[src/rtl/fault_pkg.sv]
package fault_pkg;
  typedef struct packed {
    logic ocp;
    logic ol;
  } chan_flags_t;
endpackage

[src/rtl/fault_deglitch.sv]
module fault_deglitch #(
  parameter int LIM = 4
) (
  input  logic clk,
  input  logic rst_n,
  input  logic in_hi,
  input  logic clr,
  output logic hit
);
  localparam int CW = (LIM > 1) ? $clog2(LIM) : 1;
  localparam logic [CW-1:0] TOP = CW'(LIM - 1);

  logic [CW-1:0] cnt_q, cnt_d;
  logic          cnt_en;

  always_comb begin
    cnt_en = clr | in_hi | (cnt_q != '0);
    if (clr || !in_hi)       cnt_d = '0;
    else if (cnt_q == TOP)   cnt_d = cnt_q;
    else                     cnt_d = cnt_q + 1'b1;
    hit = in_hi & ~clr & (cnt_q == TOP);
  end

  always_ff @(posedge clk or negedge rst_n) begin
    if (!rst_n)      cnt_q <= '0;
    else if (cnt_en) cnt_q <= cnt_d;
  end

  AST_CNT_BOUND: assert property (@(posedge clk) disable iff (!rst_n)
    cnt_q <= TOP);
  AST_CLR_RESTART: assert property (@(posedge clk) disable iff (!rst_n)
    (clr || !in_hi) |=> (cnt_q == '0));
  generate
    if (LIM > 1) begin : g_run
      AST_HIT_NEEDS_RUN: assert property (@(posedge clk) disable iff (!rst_n)
        hit |-> $past(in_hi));
    end
  endgenerate
endmodule

[src/rtl/fault_chan.sv]
module fault_chan
  import fault_pkg::*;
#(
  parameter int OCP_LIM = 300,
  parameter int OL_LIM  = 1700
) (
  input  logic        clk,
  input  logic        rst_n,
  input  logic        ocp_raw,
  input  logic        ol_raw,
  input  logic        on,
  input  logic        wr,
  input  logic        clr_all,
  input  logic        uv,
  output chan_flags_t flags
);
  logic        ocp_hit, ol_hit, flags_en;
  chan_flags_t flags_d;

  fault_deglitch #(.LIM(OCP_LIM)) u_ocp_dg (
    .clk(clk), .rst_n(rst_n), .in_hi(ocp_raw & on), .clr(uv), .hit(ocp_hit));
  fault_deglitch #(.LIM(OL_LIM)) u_ol_dg (
    .clk(clk), .rst_n(rst_n), .in_hi(ol_raw & ~on), .clr(uv), .hit(ol_hit));

  always_comb begin
    flags_en = uv | clr_all | wr | ocp_hit | ol_hit;
    if (uv || clr_all) begin
      flags_d = '0;
    end else begin
      flags_d.ocp = (flags.ocp & ~(wr & ~on)) | ocp_hit;
      flags_d.ol  = (flags.ol  & ~(wr &  on)) | ol_hit;
    end
  end

  always_ff @(posedge clk or negedge rst_n) begin
    if (!rst_n)        flags <= '0;
    else if (flags_en) flags <= flags_d;
  end

  AST_OCP_SET_WHILE_ON: assert property (@(posedge clk) disable iff (!rst_n)
    $rose(flags.ocp) |-> $past(on));
  AST_OL_SET_WHILE_OFF: assert property (@(posedge clk) disable iff (!rst_n)
    $rose(flags.ol) |-> !$past(on));
  AST_WR_OFF_CLEARS_OCP: assert property (@(posedge clk) disable iff (!rst_n)
    (wr && !on) |=> !flags.ocp);
  AST_WR_ON_CLEARS_OL: assert property (@(posedge clk) disable iff (!rst_n)
    (wr && on) |=> !flags.ol);
  AST_GLOBAL_CLEAR: assert property (@(posedge clk) disable iff (!rst_n)
    (clr_all || uv) |=> (flags == '0));
  AST_OCP_STICKY: assert property (@(posedge clk) disable iff (!rst_n)
    (flags.ocp && !clr_all && !uv && !(wr && !on)) |=> flags.ocp);
endmodule

[src/rtl/fault_alarm_ctrl.sv]
module fault_alarm_ctrl
  import fault_pkg::*;
#(
  parameter int NCH     = 8,
  parameter int OCP_LIM = 300,
  parameter int OL_LIM  = 1700
) (
  input  logic             clk,
  input  logic             rst_n,
  input  logic [NCH-1:0]   ocp_raw,
  input  logic [NCH-1:0]   ol_raw,
  input  logic             thermal_hot,
  input  logic             uv_low,
  input  logic [NCH-1:0]   chan_on,
  input  logic             data_wr,
  input  logic             fault_clr,
  output logic [2*NCH-1:0] fault_word,
  output logic             alarm_n,
  output logic [NCH-1:0]   chan_kill
);
  localparam int FW = 2 * NCH;

  logic [1:0]     rst_pipe;
  logic           rst_n_s;
  logic [NCH-1:0] ocp_bits, ol_bits;

  always_ff @(posedge clk or negedge rst_n) begin
    if (!rst_n) rst_pipe <= '0;
    else        rst_pipe <= {rst_pipe[0], 1'b1};
  end
  assign rst_n_s = rst_pipe[1];

  generate
    for (genvar i = 0; i < NCH; i++) begin : g_ch
      chan_flags_t fl;
      fault_chan #(.OCP_LIM(OCP_LIM), .OL_LIM(OL_LIM)) u_chan (
        .clk(clk), .rst_n(rst_n_s), .ocp_raw(ocp_raw[i]), .ol_raw(ol_raw[i]),
        .on(chan_on[i]), .wr(data_wr), .clr_all(fault_clr), .uv(uv_low),
        .flags(fl));
      assign ocp_bits[i] = fl.ocp;
      assign ol_bits[i]  = fl.ol;
    end
  endgenerate

  always_comb begin
    fault_word = {ocp_bits, ol_bits};
    chan_kill  = ocp_bits | {NCH{thermal_hot | uv_low}};
    alarm_n    = uv_low | ~((|fault_word) | thermal_hot);
  end

  AST_KILL_COVERS_OCP: assert property (@(posedge clk) disable iff (!rst_n_s)
    (fault_word[FW-1:NCH] & ~chan_kill) == '0);
  AST_ALARM_ON_FLAG: assert property (@(posedge clk) disable iff (!rst_n_s)
    ((|fault_word) && !uv_low) |-> !alarm_n);
  AST_HOT_KILLS_ALL: assert property (@(posedge clk) disable iff (!rst_n_s)
    thermal_hot |-> (&chan_kill));
  AST_UV_SILENT: assert property (@(posedge clk) disable iff (!rst_n_s)
    uv_low |-> (alarm_n && (&chan_kill)));
  AST_UV_CLEARS: assert property (@(posedge clk) disable iff (!rst_n_s)
    uv_low |=> (fault_word == '0));
endmodule

[config.mk]
export PLATFORM = sky130hd
export DESIGN_NAME = fault_alarm_ctrl
export DESIGN_NICKNAME = d
export VERILOG_FILES = /design/src/rtl/fault_pkg.sv /design/src/rtl/fault_deglitch.sv /design/src/rtl/fault_chan.sv /design/src/rtl/fault_alarm_ctrl.sv
export SDC_FILE = /design/constraint.sdc
export NUM_CORES = 1
export LEC_CHECK = 0
export BUFFER_PORTS_ARGS = -buffer_cell sky130_fd_sc_hd__buf_4
export CAP_MARGIN = 0
export CORE_MARGIN = 2
export CORE_UTILIZATION = 66
export DETAILED_ROUTE_END_ITERATION = 6
export GPL_TIMING_DRIVEN = 0
export PLACE_DENSITY = 0.91
export SLEW_MARGIN = 10
export SYNTH_ARGS = -nofsm -noshare
export SYNTH_HDL_FRONTEND = slang
export SYNTH_SLANG_ARGS = --single-unit
[constraint.sdc]
create_clock -name clk -period 10.25 [get_ports clk]
set_clock_uncertainty 0.15 [all_clocks]
set_input_delay 1.025 -clock clk [delete_from_list [all_inputs] [get_ports clk]]
set_output_delay 1.025 -clock clk [all_outputs]
set_load 0.01 [all_outputs]
* Yosys cells after proc, flatten, opt, wreduce, memory -nomap -nowiden
Index checks and enable logic that the tools add are counted.
** Storage, ports and cells
- Register bits after elaboration :: 178
- Input port bits :: 30
- Output and inout bits :: 25
** Cells by class
- Mux-type cells :: 40
- Reduce and logical (&&, ||, !) cells :: 66
- Bitwise logic cells :: 176
- Add/subtract/negate cells :: 16
- Eq/ne operators :: 32
** Operators by type and width (count)
- $mux W11 :: 16
- $mux W9 :: 16
- $add A11 B1 Y11 const B :: 8
- $eq A11 B11 Y1 const B :: 8
- $reduce_bool A11 Y1 :: 8
- $and A1 B1 Y1 :: 80
- $add A9 B1 Y9 const B :: 8
- $eq A9 B9 Y1 const B :: 8
- $reduce_bool A9 Y1 :: 8
- $or A1 B1 Y1 :: 69
- $ne A2 B2 Y1 const B :: 16
- $reduce_and A2 Y1 :: 16
- $not A1 Y1 :: 26
- $logic_or A1 B1 Y1 :: 17
- $logic_not A1 Y1 :: 16
- $mux W2 :: 8
- $reduce_or A16 Y1 :: 1
- $or A8 B8 Y8 :: 1

* Longest topological paths before layout
Gate-level depths: netlist (run 1).
- Depth after elaboration :: 6
- Mapped depth :: 7

* Hierarchy
A second synthesis (run 1) with hierarchy kept.
** Unflattened totals
- Cells, all modules :: 1042
- Area total of the unflattened synthesis :: 10146.0 µm²
** By module, submodules not included
- fault_deglitch at g_ch[0].u_chan.u_ol_dg ... :: cells an instance 66, sequential area each 275.3 µm², area an instance 645.6 µm², times used 8
- fault_deglitch at g_ch[0].u_chan.u_ocp_dg ... :: cells an instance 52, sequential area each 225.2 µm², area an instance 493.0 µm², times used 8
- fault_chan :: cells an instance 10, sequential area each 50.0 µm², area an instance 108.9 µm², times used 8
- fault_alarm_ctrl :: cells an instance 18, sequential area each 50.0 µm², area an instance 166.4 µm², times used 1

* Worst setup path before layout (run 1)
Ideal clock, no wire load.
- Path kind :: input port to output port
- Start :: in uv_low
- End :: out chan_kill[0]
- Stages :: 3
- Required time :: 9.075 ns
- Buffers on the path :: 2
- Setup slack :: 7.383 ns
- Data arrival time :: 1.692 ns
- Cell sequence :: buf_6 -> clkbuf_1 -> or3_1
** Between the ends
- Longest elaborated chain between the ends :: 2
** RTL lines
- start, declared :: RTL line fault_alarm_ctrl.sv:13 : input logic uv_low,
- $or A1 B1 Y1 :: RTL line fault_alarm_ctrl.sv:47 : chan_kill = ocp_bits | {NCH{thermal_hot | uv_low}};
- $or A8 B8 Y8 :: RTL line fault_alarm_ctrl.sv:47
- end, declared :: RTL line fault_alarm_ctrl.sv:19 : output logic [NCH-1:0] chan_kill
No other way between the ends.

* Worst setup path in the final report (run 1)
- Start :: in uv_low
- End :: out chan_kill[3]
Same word-level chain as after synthesis.

==> run summary, run 1 <==
The highest net fanout along the worst path came out at 10. The critical path in this run is classified as primary input to primary output. The final hold violation count is 0.

The count of standard-cell rows came out at 44. The startpoint kind of the worst setup timing path is a primary input. 55 I/O pins were placed. The number of flip-flops and latches in the synthesized netlist is about 180. The count of clock tree sinks is between 150 and 200. After clock tree synthesis, the repair step resized 0 gates. The filler cells instantiated in the layout total about 930. The final worst-path cycle share is between 30% and 40%. Once detailed placement completed, the half-perimeter wirelength came to about 15000 um. The clock latency at the later pin of the worst-skew pair is between 400 and 500 ps. For this design the static power due to leakage is a little under 0.005 uW. Summing the sequential cell areas from Yosys gives a little under half of the chip area.

For this run, the leading register cell type out of synthesis is dfrtp_1. The fmax is around 320 MHz. In this run the mean area of a mapped cell was 9.07 um2. The final reports fail on design-rule violations. The relative max-transition margin came out at about two fifths. Counting every instance in the synthesized netlist gives about 1.1k.

The data required time at the worst endpoint is about 9100 ps. The core utilization of the finished layout is around three quarters. IR analysis of the VDD net gives a maximum drop of between 0.0001 and 0.00015 V.

The minimum period implied by the final worst setup slack is ~3100 ps. By area the synthesized netlist is led by dfrtp_1, nor2_1, xor2_1. From bottom edge to top edge, the die measures roughly 130 um.

The Yosys warning count came out at 0. The count of antenna-violating nets left after detailed routing is 0. The cell type with the largest total area after synthesis is dfrtp_1. The switching portion of total power came out at between 20% and 30%. The repair_antennas step left the layout with diodes totalling 0. The first global-routing pass estimated around 38000 um of wire. The number of nets in the synthesized netlist is roughly 1.1k. The flow ran to the end, but the final reports show violations. Summing every instance area after synthesis gives 0.00969 mm2. The maximum buffer depth of the clock tree is 2.

In this run, synthesis inferred 0 flip-flops with an integrated enable. The number of pins with negative max-slew slack in the final report came to 0. The die width came out at ~130 um. After routing the design area is between 0.01 and 0.015 mm2. The net total in the final layout is around 1.2k.

In this run the biggest area consumer among cell types represents about 46% of the synthesized area. The maximum number of pins on one net before global-route repair is between 60 and 70. Setup repair after global routing left no endpoint under its margin.

The number of global-route vias before repair is between 7k and 8k. The average via count per standard cell came out at between 6 and 7. The core outline area came out at between 0.01 and 0.015 mm2.

The clock input transition at the sequential cells of the worst setup and hold paths is 60 ps. The floorplan step defined a die boundary enclosing 0.0157 mm2. For this block, the via count after detailed routing is 8385. The actual transition at the worst max-transition pin came out at 881 ps. The remaining design rule violation count came out at 3.

The starting DRC count in detailed routing is between 800 and 900. The post-placement cell area is around 0.010 mm2. The post-cts hold buffer count is 0. The arrival time of the worst setup path came out at about 2000 ps.

The first-pass iteration count of the detailed router came out at 7. The internal power of the cells totals 1180 uW. The count of input and output buffers is 52.

The level count of the clock H-tree is 4. In the final routed layout, each cell accounts on average for 17.0 um. The min-delay analysis places its worst path in the category flop to async pin. The cell sitting at the root of the clock tree is a clkbuf_16. Per report_power, the combinational group accounts for under 10% of the total.

The number of buffers added for setup after CTS came out at 0. The overall power came out at about 1500 uW. From synthesis to final layout, the design area changed by 13.9%. The power spent charging and discharging nets came out at roughly 340 uW. The setup TNS is 0 ps. The ratio of cells with drive above 1 in the final layout came out at about a tenth.

The count of final setup violators came out at 0. Counting the buffers created by CTS gives 17. STA classifies the critical path endpoint as a primary output. The portion of total power attributed to the clock network came out at between 40% and 50%. TritonCTS built the clock tree. The sequential power share came out at around 47%. The initial antenna violation count came to 0. The initial core utilization came out at about two thirds. The count of cell types in the netlist is 63. The share of async-settable or async-resettable flops after synthesis came out at 100%. The final routed wirelength across all metal layers came out at 22800 um. Global routing consumed, over all layers together, a little under 30% of the routing resources.

The power density of the placed cells is 138 mW/mm2. The final weighted congestion in routability-driven placement came out at just over 0.9. The number of max-cap violations came out at 0. The total overflow left after global routing is 0.
[flip-flops by register name, indices dropped and copies added (netlist names)]
name                        cells
g_ch.u_chan.u_ol_dg.cnt_q      88
rst_pipe                        2
g_ch.u_chan.u_ocp_dg.cnt_q     72
g_ch.u_chan.flags              16
[cell usage after synthesis (8+ instances only)]
master / count
dfrtp_1: 178
xor2_1: 46
nor4_1: 13
a31oi_1: 14
nand3_1: 74
nand2_1: 104
nand2b_1: 28
a21oi_1: 61
o21ai_1: 8
nand3b_1: 18
nand4_1: 34
and3_1: 31
a21o_1: 9
mux2i_1: 8
nor3_1: 22
o21ai_0: 66
or3_1: 24
inv_1: 39
nor2_1: 135
ha_1: 32
xnor2_1: 17
clkbuf_1: 11
[area by class of cell]
| class | count | area, um2 | area share [%] |
|---|---|---|---|
| Clock inverter | 9 | 151 | 1.37 |
| Timing Repair Buffer | 55 | 473 | 4.29 |
| Buffer | 21 | 116 | 1.05 |
| Multi-Input combinational cell | 831 | 4970 | 45.1 |
| Clock buffer | 23 | 488 | 4.42 |
| Inverter | 39 | 146 | 1.33 |
| Tap cell | 184 | 230 | 2.09 |
| Sequential cell | 178 | 4460 | 40.4 |
[layout by cell type, fill, tap and decap left out, types with 7 or more instances in the layout]
cell type,n
a31oi_1,14
nand3_1,74
inv_1,39
xor2_1,46
buf_4,52
o21ai_1,8
nand2b_1,28
a21oi_1,61
and4b_1,7
nand3b_1,18
nand2_1,104
and3_1,31
clkbuf_1,13
or3_1,24
dfrtp_1,177
a21o_1,9
ha_1,32
nand4_1,34
nor3_1,22
o31ai_1,7
nor4_1,13
xnor2_1,17
mux2i_1,8
o21ai_0,66
clkbuf_16,17
nor2_1,135
[power groups by stage]
stage / registers, uW / clock network (uW) / logic (uW)
finish: 717 / 701 / 105
global route: 718 / 736 / 117
CTS: 717 / 706 / 105
detailed placement: 730 / 0 / 103
global placement: 741 / 0 / 84.1
floorplan: 737 / 0 / 55.0
[stage by stage]
step | hold slack, ps | setup slack (ps) | instances
3_3_place_gp | 185 | 2960 | 1305
2_1_floorplan | 181 | 4770 | 1069
3_5_place_dp | 46.4 | 7140 | 1308
6_report | 41.3 | 7130 | 1340
4_1_cts | 52.0 | 7140 | 1340
5_1_grt | 61.6 | 7060 | 1340
[kinds of logic (layout without fill, tap and decap cells)]
group / Yosys count / after routing / share of synthesized area, %
AND/OR/NAND/NOR: 524 / 524 / 28.0
other: 1 / 1 / 0.0387
adder cells (fa/ha/maj): 32 / 32 / 4.13
XOR/XNOR: 63 / 63 / 5.69
multiplexers: 8 / 8 / 0.826
flip-flops: 178 / 178 / 46.0
AO/OA/AOI/OAI: 203 / 203 / 12.6
buffers and inverters: 60 / 147 / 2.71
[worst max-delay path, cell delays in order]
cell	delay (ps)
buf_6	120
clkbuf_1	230
or3_1	410
buf_4	150
[path summary, 6_finish.rpt]
| path | start | endpoint | slack [ps] | cells past startpoint |
|---|---|---|---|---|
| min in group clk | rst_pipe[0] | rst_pipe[1] | 200 | 0 |
| worst max-delay path | uv_low | chan_kill[3] | 7130 | 4 |
| worst min-delay path | rst_pipe[1] | g_ch[5].u_chan.u_ocp_dg.cnt_q[3] | 40 | 0 |
| max in group asynchronous | rst_pipe[1] | g_ch[2].u_chan.u_ol_dg.cnt_q[1] | 8740 | 3 |
| worst max register to register | g_ch[5].u_chan.u_ol_dg.cnt_q[0] | g_ch[5].u_chan.u_ol_dg.cnt_q[1] | 8120 | 6 |
| worst min register to register | rst_pipe[1] | g_ch[5].u_chan.u_ocp_dg.cnt_q[3] | 40 | 0 |
[per-layer routing]
layer	track usage, %	up-vias	routed length (um)
met1	40.1	4072	9750
met3	6.38	60	1530
met4	11.3	0	671
met5	0	-	0
li1	-	3949	-
met2	47.8	304	10800
Note: power is estimated with default switching activity, not from simulation.
==> run 2: changes to the inputs <==
- ABC_AREA: not set -> 1
- CORE_UTILIZATION: 66 -> 63
- PLACE_DENSITY: 0.91 -> 0.88
- clock period: 10.25 -> 3.2 ns (I/O delays scaled with it)
==> run 2 against run 1 <==
Compared with the run above:
- the flow now finishes without violations
- cell area grew 13%
- area after synthesis grew 16%
- highest routed layer unchanged
- largest cell class unchanged
- synthesized cell count grew 52%
- global-route usage grew 0.21 points
- via count grew 27%
==> run summary, run 2 <==
The post-synthesis average cell area came out at approximately 7 um2. TritonCTS built the clock tree. Once placement finished, the instance area stood at about 0.012 mm2. On the critical path, the stage with the largest delay is an instance of dfrtp_1. The floorplan step defined a die boundary enclosing 0.0189 mm2. The signed area change from the synthesized netlist to the final layout is 11.7%.

The run finished with clean final reports. The data required time at the worst endpoint is 2730 ps. The minimum period implied by the final worst setup slack came out at 2190 ps.

The signal on the critical path passes through inv_1, nand4_1, nor2_1, nand3_1, nand2_1, buf_4. The number of flip-flops and latches in the synthesized netlist is roughly 180. The quantity of gates resized following cts is 0. Sequential cells were found to cover around two fifths of the synthesized design area.

Based on the critical path, the design can be clocked at up to 457 MHz. The initial antenna violation count came to 0. The most common flop cell mapped by yosys is dfrtp_1.

The cell type with the largest total area after synthesis is dfrtp_1. The setup path with the least slack is of type flop to primary output. The initialized floorplan defines 48 standard-cell rows. The number of pins with negative max-slew slack in the final report is 0.

The final hold violation count is 0. The detailed-route via count came out at 10.6k. The worst supply voltage drop on vdd came out at 0.000429 V. The vertical extent of the die came out at between 100 and 150 um. The top cell types in the final layout, fill and taps aside, are nand2_1, nor2_1, inv_1.

The final worst-path cycle share is between 60% and 70%. Ranked by instance count, the synthesized netlist is headed by nand2_1, nor2_1, inv_1. The number of enable-type register cells in the synthesized netlist came out at 0. The actual transition at the worst max-transition pin came out at roughly 700 ps. The startpoint kind of the worst setup timing path is a flop. The die width came out at ~140 um. Leaving out filler cells and counting taps, the final layout contains 1936.

The final routed wirelength across all metal layers came out at roughly 26000 um. Among all cell types in the netlist, the one instantiated most often is nand2_1. The gate count after technology mapping came out at around 1.6k. Setup repair after global routing left no endpoint under its margin.

Along the worst path, the maximum fanout reaches 3. The remaining global-route overflow is 0. The count of input and output buffers came out at 53. The met1 track utilization from global routing is between 30% and 40%. The relative max-transition margin came out at a little over half.

The count of clock tree sinks is 178. The clock root buffer master is clkbuf_16. The number of global-route vias before repair is around 10k. The kind of capture point of the worst setup path is a primary output. For this design the ratio of total power to cell area is around 370 mW/mm2.

The flip-flop count of the largest register after layout came out at around 90. The synthesized design devotes to its leading area cell type about two fifths of total area. The count of inserted antenna diode cells is 0.

The clock input transition at the sequential cells of the worst setup and hold paths is around 70 ps. The count of filler cells inserted in the layout came out at roughly 1.4k. The area of the multi-input gates is 0.00568 mm2. The aggregate global-route resource usage came out at 29.9%. In the synthesized netlist the async set-or-reset flop fraction comes to 100%. The count of antenna-violating nets left after detailed routing came out at 0. After the first detailed-routing iteration, the DRC count stood at around 900. The worst hold-check slack came out at around 37 ps. The final non-filler cell area is about 0.013 mm2. The routed wirelength normalized by instance count came out at 13.6 um. The remaining design rule violation count is 0. The delay of the slowest cell on the worst path came out at between 400 and 500 ps.

In the global route stage, met3 resource usage came out at approximately 6.1%. The wire length of the first global-routing pass came out at approximately 45000 um. The net total in the final layout is about 1.8k. The core outline area came out at 0.0174 mm2. The synthesized netlist occupies a cell area of between 0.01 and 0.015 mm2. The standby leakage power is about 0.006 uW.

The post-placement cell count came out at roughly 1.9k. After synthesis, the netlist uses 32 different library cells. The I/O pin count came out at 55. Setup violations remaining at the end of the flow were counted as 0. The final HPWL from detailed placement came out at between 15000 and 20000 um. Registers take 0.00446 mm2. Setup slack closes at 1010 ps. The min-delay analysis places its worst path in the category primary input to async pin. The ratio of cells with drive above 1 in the final layout came out at around 7.8%. Broken down by cell family, the worst path's largest delay share belongs to simple AND/OR/NAND/NOR gates.

g_ch.u_chan.u_ol_dg.cnt_q holds more flip-flops than any other register. For this configuration, the core starts out at a cell density of 64.5%. The total buffers and inverters traversed by the critical path is 2. The most common cell after layout, fill and taps aside is nand2_1.

The worst setup slack before clock tree synthesis came out at around 1400 ps. The Yosys warning count came out at 0. The maximum buffer depth of the clock tree came out at 2. The met2 capacity usage during global routing is approximately half.

The later pin in the worst-skew pair is clocked with a latency of 440 ps. The flop-to-flop setup slack came out at between 1500 and 2000 ps. Using the TritonRoute via totals, the vias-per-cell ratio works out to ~5.5. The number of buffers inserted during clock tree synthesis came out at 17. Before antenna repair, the detailed router went through 6 iterations. The number of nets handed over by synthesis was 1684. The final weighted congestion in routability-driven placement is roughly 1.

For the worst setup path, the data arrival time is roughly 1700 ps. The level count of the clock H-tree is 4. In this run the most used layer during global routing was met2. The number of max-cap violations came out at 0. Entering global routing, the biggest net connects 64 pins. The largest registers in the layout are g_ch.u_chan.u_ol_dg.cnt_q (88), g_ch.u_chan.u_ocp_dg.cnt_q (72), g_ch.u_chan.flags (16).

In the post-synthesis netlist, the biggest area contributors are dfrtp_1, nand2_1, nor2_1.
-- run 2: cell type report --
type	count	area share (%)
multi-input combinational	1181	45.4
sequential	178	35.7
inverter	243	7.34
timing repair buffer	57	3.78
clock buffer	20	3.49
tap	225	2.25
buffer	20	1.15
clock inverter	12	0.881
-- run 2: layer usage --
layer  vias up  share of wire [%]
li1       5243                  -
met4         0                3.2
met1      4968                 43
met3        67                6.8
met2       346                 47
met5         -                  0
-- run 2: worst paths after layout --
path | from | to | cells past startpoint
min | rst_n | rst_pipe[1] | 2
max reg2reg | g_ch[0].u_chan.u_ocp_dg.cnt_q[0] | g_ch[0].u_chan.u_ocp_dg.cnt_q[8] | 6
min in group clk | chan_on[3] | g_ch[3].u_chan.flags[0] | 4
max | g_ch[2].u_chan.flags[1] | alarm_n | 6
max in group asynchronous | rst_pipe[1] | g_ch[6].u_chan.u_ol_dg.cnt_q[7] | 2
min reg2reg | rst_pipe[0] | rst_pipe[1] | 0
-- run 2: repair_timing --
item,CTS,global route
hold buffers,2,0
endpoints found under the setup margin,0,0
hold endpoints to repair,3,0
buffers inserted,0,0
-- run 2: cells by family (layout without fill, tap and decap cells) --
family	after synthesis	after routing	share of synthesized area, %
xor gates and xnor gates	54	54	4.22
AOI/OAI and AO/OA	88	88	3.93
and+or+nand+nor	1006	1006	39.0
adders and majority gates	32	32	3.58
DFF	178	178	39.8
other	1	1	0.0335
buffers and inverters	263	352	9.48
-- run 2: report_power, final --
group / leakage, uW / switching, uW / total [uW] / internal [uW]
logic: 0.00328 / 242 / 376 / 134
clock network: 0.000257 / 917 / 1990 / 1070
registers: 0.00247 / 35.9 / 2310 / 2270
total: 0.00601 / 1190 / 4670 / 3480
-- run 2: through the flow --
stage                     util, %  TNS (ps)  power [uW]
after global routing         72.0         0        4840
after floorplan                 -         0        2580
after detailed placement     68.8         0        2720
after global placement       68.4   -160250        2700
after CTS                    72.0         0        4700
final                        72.0         0        4670
==> run 3: changes to the inputs <==
- clock period: 3.2 -> 2.3 ns (I/O delays scaled with it)
==> run 3 against run 2 <==
Compared with the run above:
- global-route usage increased by 0.65 points
- clock power increased by 47%
- worst setup slack got worse by 830 ps
- sequential share of layout area decreased by 0.30 points
- largest power group unchanged
- critical path depth unchanged
- non-clock buffer count increased by 7
- cell area increased by 0.86%
- sequential cell count unchanged
- first-iteration DRC count increased by 6.0%
- combinational power increased by 45%
- cell count increased by 0.31%
- core utilization increased by 0.62 points
==> run summary, run 3 (same netlist as run 2, synthesis figures left out) <==
The signed area change from the synthesized netlist to the final layout is 12.6%. The count of inserted antenna diode cells is 0. The number of buffers inserted during clock tree synthesis is 17. The I/O pin count came out at 55. The detailed-route via count came out at 10.7k. The final routed wirelength across all metal layers came out at 27300 um. In the layout the commonest cells are nand2_1, nor2_1, inv_1.

The largest registers in the layout are g_ch.u_chan.u_ol_dg.cnt_q (88), g_ch.u_chan.u_ocp_dg.cnt_q (72), g_ch.u_chan.flags (16). The die is around 140 um wide. The core outline area came out at ~0.017 mm2. In this run the clock root is driven by a clkbuf_16.

The clock input transition at the sequential cells of the worst setup and hold paths is 70 ps. Derived from the worst setup path, the maximum achievable clock frequency is ~470 MHz. The worst setup slack before clock tree synthesis is approximately 550 ps.

The worst register-to-register path has a setup slack of about 650 ps. The register with the most flip-flops in the layout has roughly 90 of them. The arrival time of the worst setup path is approximately 1700 ps. The maximum buffer depth of the clock tree is 2. The wire length of the first global-routing pass came out at roughly 46000 um. Once the floorplan was initialized, standard cells occupied between 60 and 70% of the core. The library cell used most frequently in the layout, excluding fill and tap cells, is nand2_1. The net total in the final layout is approximately 1.8k.

The final worst-path cycle share came out at 92.2%. The power density of the placed cells came out at approximately 530 mW/mm2. The standby leakage power is a little over 0.006 uW. The highest net fanout along the worst path is 3.

The final setup slack of the worst path came out at about 180 ps. The delay of the slowest cell on the worst path came out at between 400 and 500 ps. The average via count per standard cell came out at 5.50. The number of pins with negative max-slew slack in the final report is 0. By instance count, the cell type seen most on the critical path is nand2_1. The setup TNS is 0 ps. The number of buffers added for setup after CTS came out at 0. The aggregate global-route resource usage came out at around 31%. Of the cells placed in the final design, the portion with a size suffix greater than 1 is under 10%. After global routing the overflow that remains totals 0.

The number of global-route vias before repair is roughly 10k. The minimum period implied by the final worst setup slack is ~2100 ps. The count of standard-cell rows came out at 48. The count of input and output buffers is 53. The slowest stage of the critical path is the dfrtp_1 cell. The worst setup path is of the flop to primary output kind.

The final HPWL from detailed placement came out at between 15000 and 20000 um. The initial antenna violation count is 0. The worst setup path is launched from a flop. For this block, the initial DRC count from the detailed router was approximately 950.

The remaining design rule violation count came out at 0. For the pin with the worst max-slew slack, the measured transition is a little under 600 ps. Gates resized during post-CTS repair numbered 0. For the worst setup path, the data required time is around 1900 ps. The run finished with clean final reports. The final hold violation count is 0.

The routed wirelength normalized by instance count is between 10 and 15 um. The final weighted congestion in routability-driven placement is between 0.9 and 1. The relative max-transition margin is between 60% and 70%. The critical path goes through nor2_1, nand2_1, nor3_1, nand3_1, nand2_1, buf_4. The tree built by TritonCTS fans out to around 180 sinks. The first-pass iteration count of the detailed router came out at 6.

The top register by number of flip-flops is g_ch.u_chan.u_ol_dg.cnt_q. The level count of the clock H-tree is 4. The count of antenna-violating nets left after detailed routing is 0. After layout, the design draws a total of approximately 6700 uW. The number of max-cap violations came out at 0. STA classifies the critical path endpoint as a primary output. The type of the tightest min-delay check is primary input to flop. The count of final setup violators came out at 0.

TritonCTS built the clock tree. The vertical extent of the die is 137 um. The maximum number of pins on one net before global-route repair is 66.

The full die area is 0.0189 mm2. The worst supply voltage drop on vdd came out at around 0.00057 V. Setup repair after global routing left no endpoint under its margin. The clock latency at the later pin of the worst-skew pair came out at about 450 ps.
-- run 3: changes by cell type in the layout (fill, tap and decap cells not counted) --
cell | before | now
bufinv_16 | 1 | 2
inv_6 | 3 | 1
buf_16 | 2 | 1
dlygate4sd3_1 | 2 | 8
clkbuf_8 | 0 | 3
clkinv_2 | 3 | 1
buf_12 | 1 | 3
clkinv_4 | 2 | 1
-- run 3: power breakdown --
group	internal, uW	switching [uW]	leakage [uW]
Combinational	195	348	0.00331
Clock	1680	1240	0.000271
Sequential	3160	46.6	0.00247
Total	5030	1630	0.00605
-- run 3: metal layers --
metal	vias up	routed length (um)	track usage (%)	share of wire, %
li1	5248	-	-	-
met5	-	0	0	0
met3	75	1670	5.30	6.1
met1	4999	11500	38.3	42
met4	0	766	13.6	2.8
met2	362	13300	52.0	49
-- run 3: worst max-delay path, delay by kind of cell, from the launching register on --
kind                   cells  cell delay (ps)
and+or+nand+nor            5              740
DFF                        1              430
buffers and inverters      1              120
-- run 3: area by class of cell --
class | instances | area, um2
multi-input cells | 1181 | 5680
fillers | 1369 | 4750
flip-flops and latches | 178 | 4460
inverters | 243 | 917
repair buffers | 64 | 546
clock buffers | 23 | 478
well taps | 225 | 282
plain buffers | 20 | 144
clock inverters | 8 | 104
-- run 3: through the flow --
stage	util [%]	cell area, um2	hold WS, ps	cells
after floorplan	-	11200	-216	1622
after global placement	68.4	11900	-138	1900
after detailed placement	68.8	11900	-135	1903
after CTS	72.6	12600	7.44	1942
after global routing	72.6	12600	26.9	1942
final	72.6	12600	10.5	1942
-- run 3: what timing repair did --
| item | 4_1_cts | 5_1_grt |
|---|---|---|
| hold endpoints to repair | 15 | 0 |
| hold buffers | 8 | 0 |
| setup endpoints to repair | 0 | 0 |
-- run 3: worst paths after layout --
kind | startpoint | end | cells after the start
max in group asynchronous | rst_pipe[1] | g_ch[6].u_chan.u_ol_dg.cnt_q[4] | 1
min | chan_on[3] | g_ch[3].u_chan.u_ol_dg.cnt_q[2] | 4
max | g_ch[4].u_chan.flags[0] | alarm_n | 6
min in group asynchronous | rst_pipe[1] | g_ch[4].u_chan.u_ocp_dg.cnt_q[7] | 0
min reg2reg | rst_pipe[1] | g_ch[4].u_chan.u_ocp_dg.cnt_q[7] | 0
max reg2reg | g_ch[0].u_chan.u_ocp_dg.cnt_q[0] | g_ch[0].u_chan.u_ocp_dg.cnt_q[8] | 5
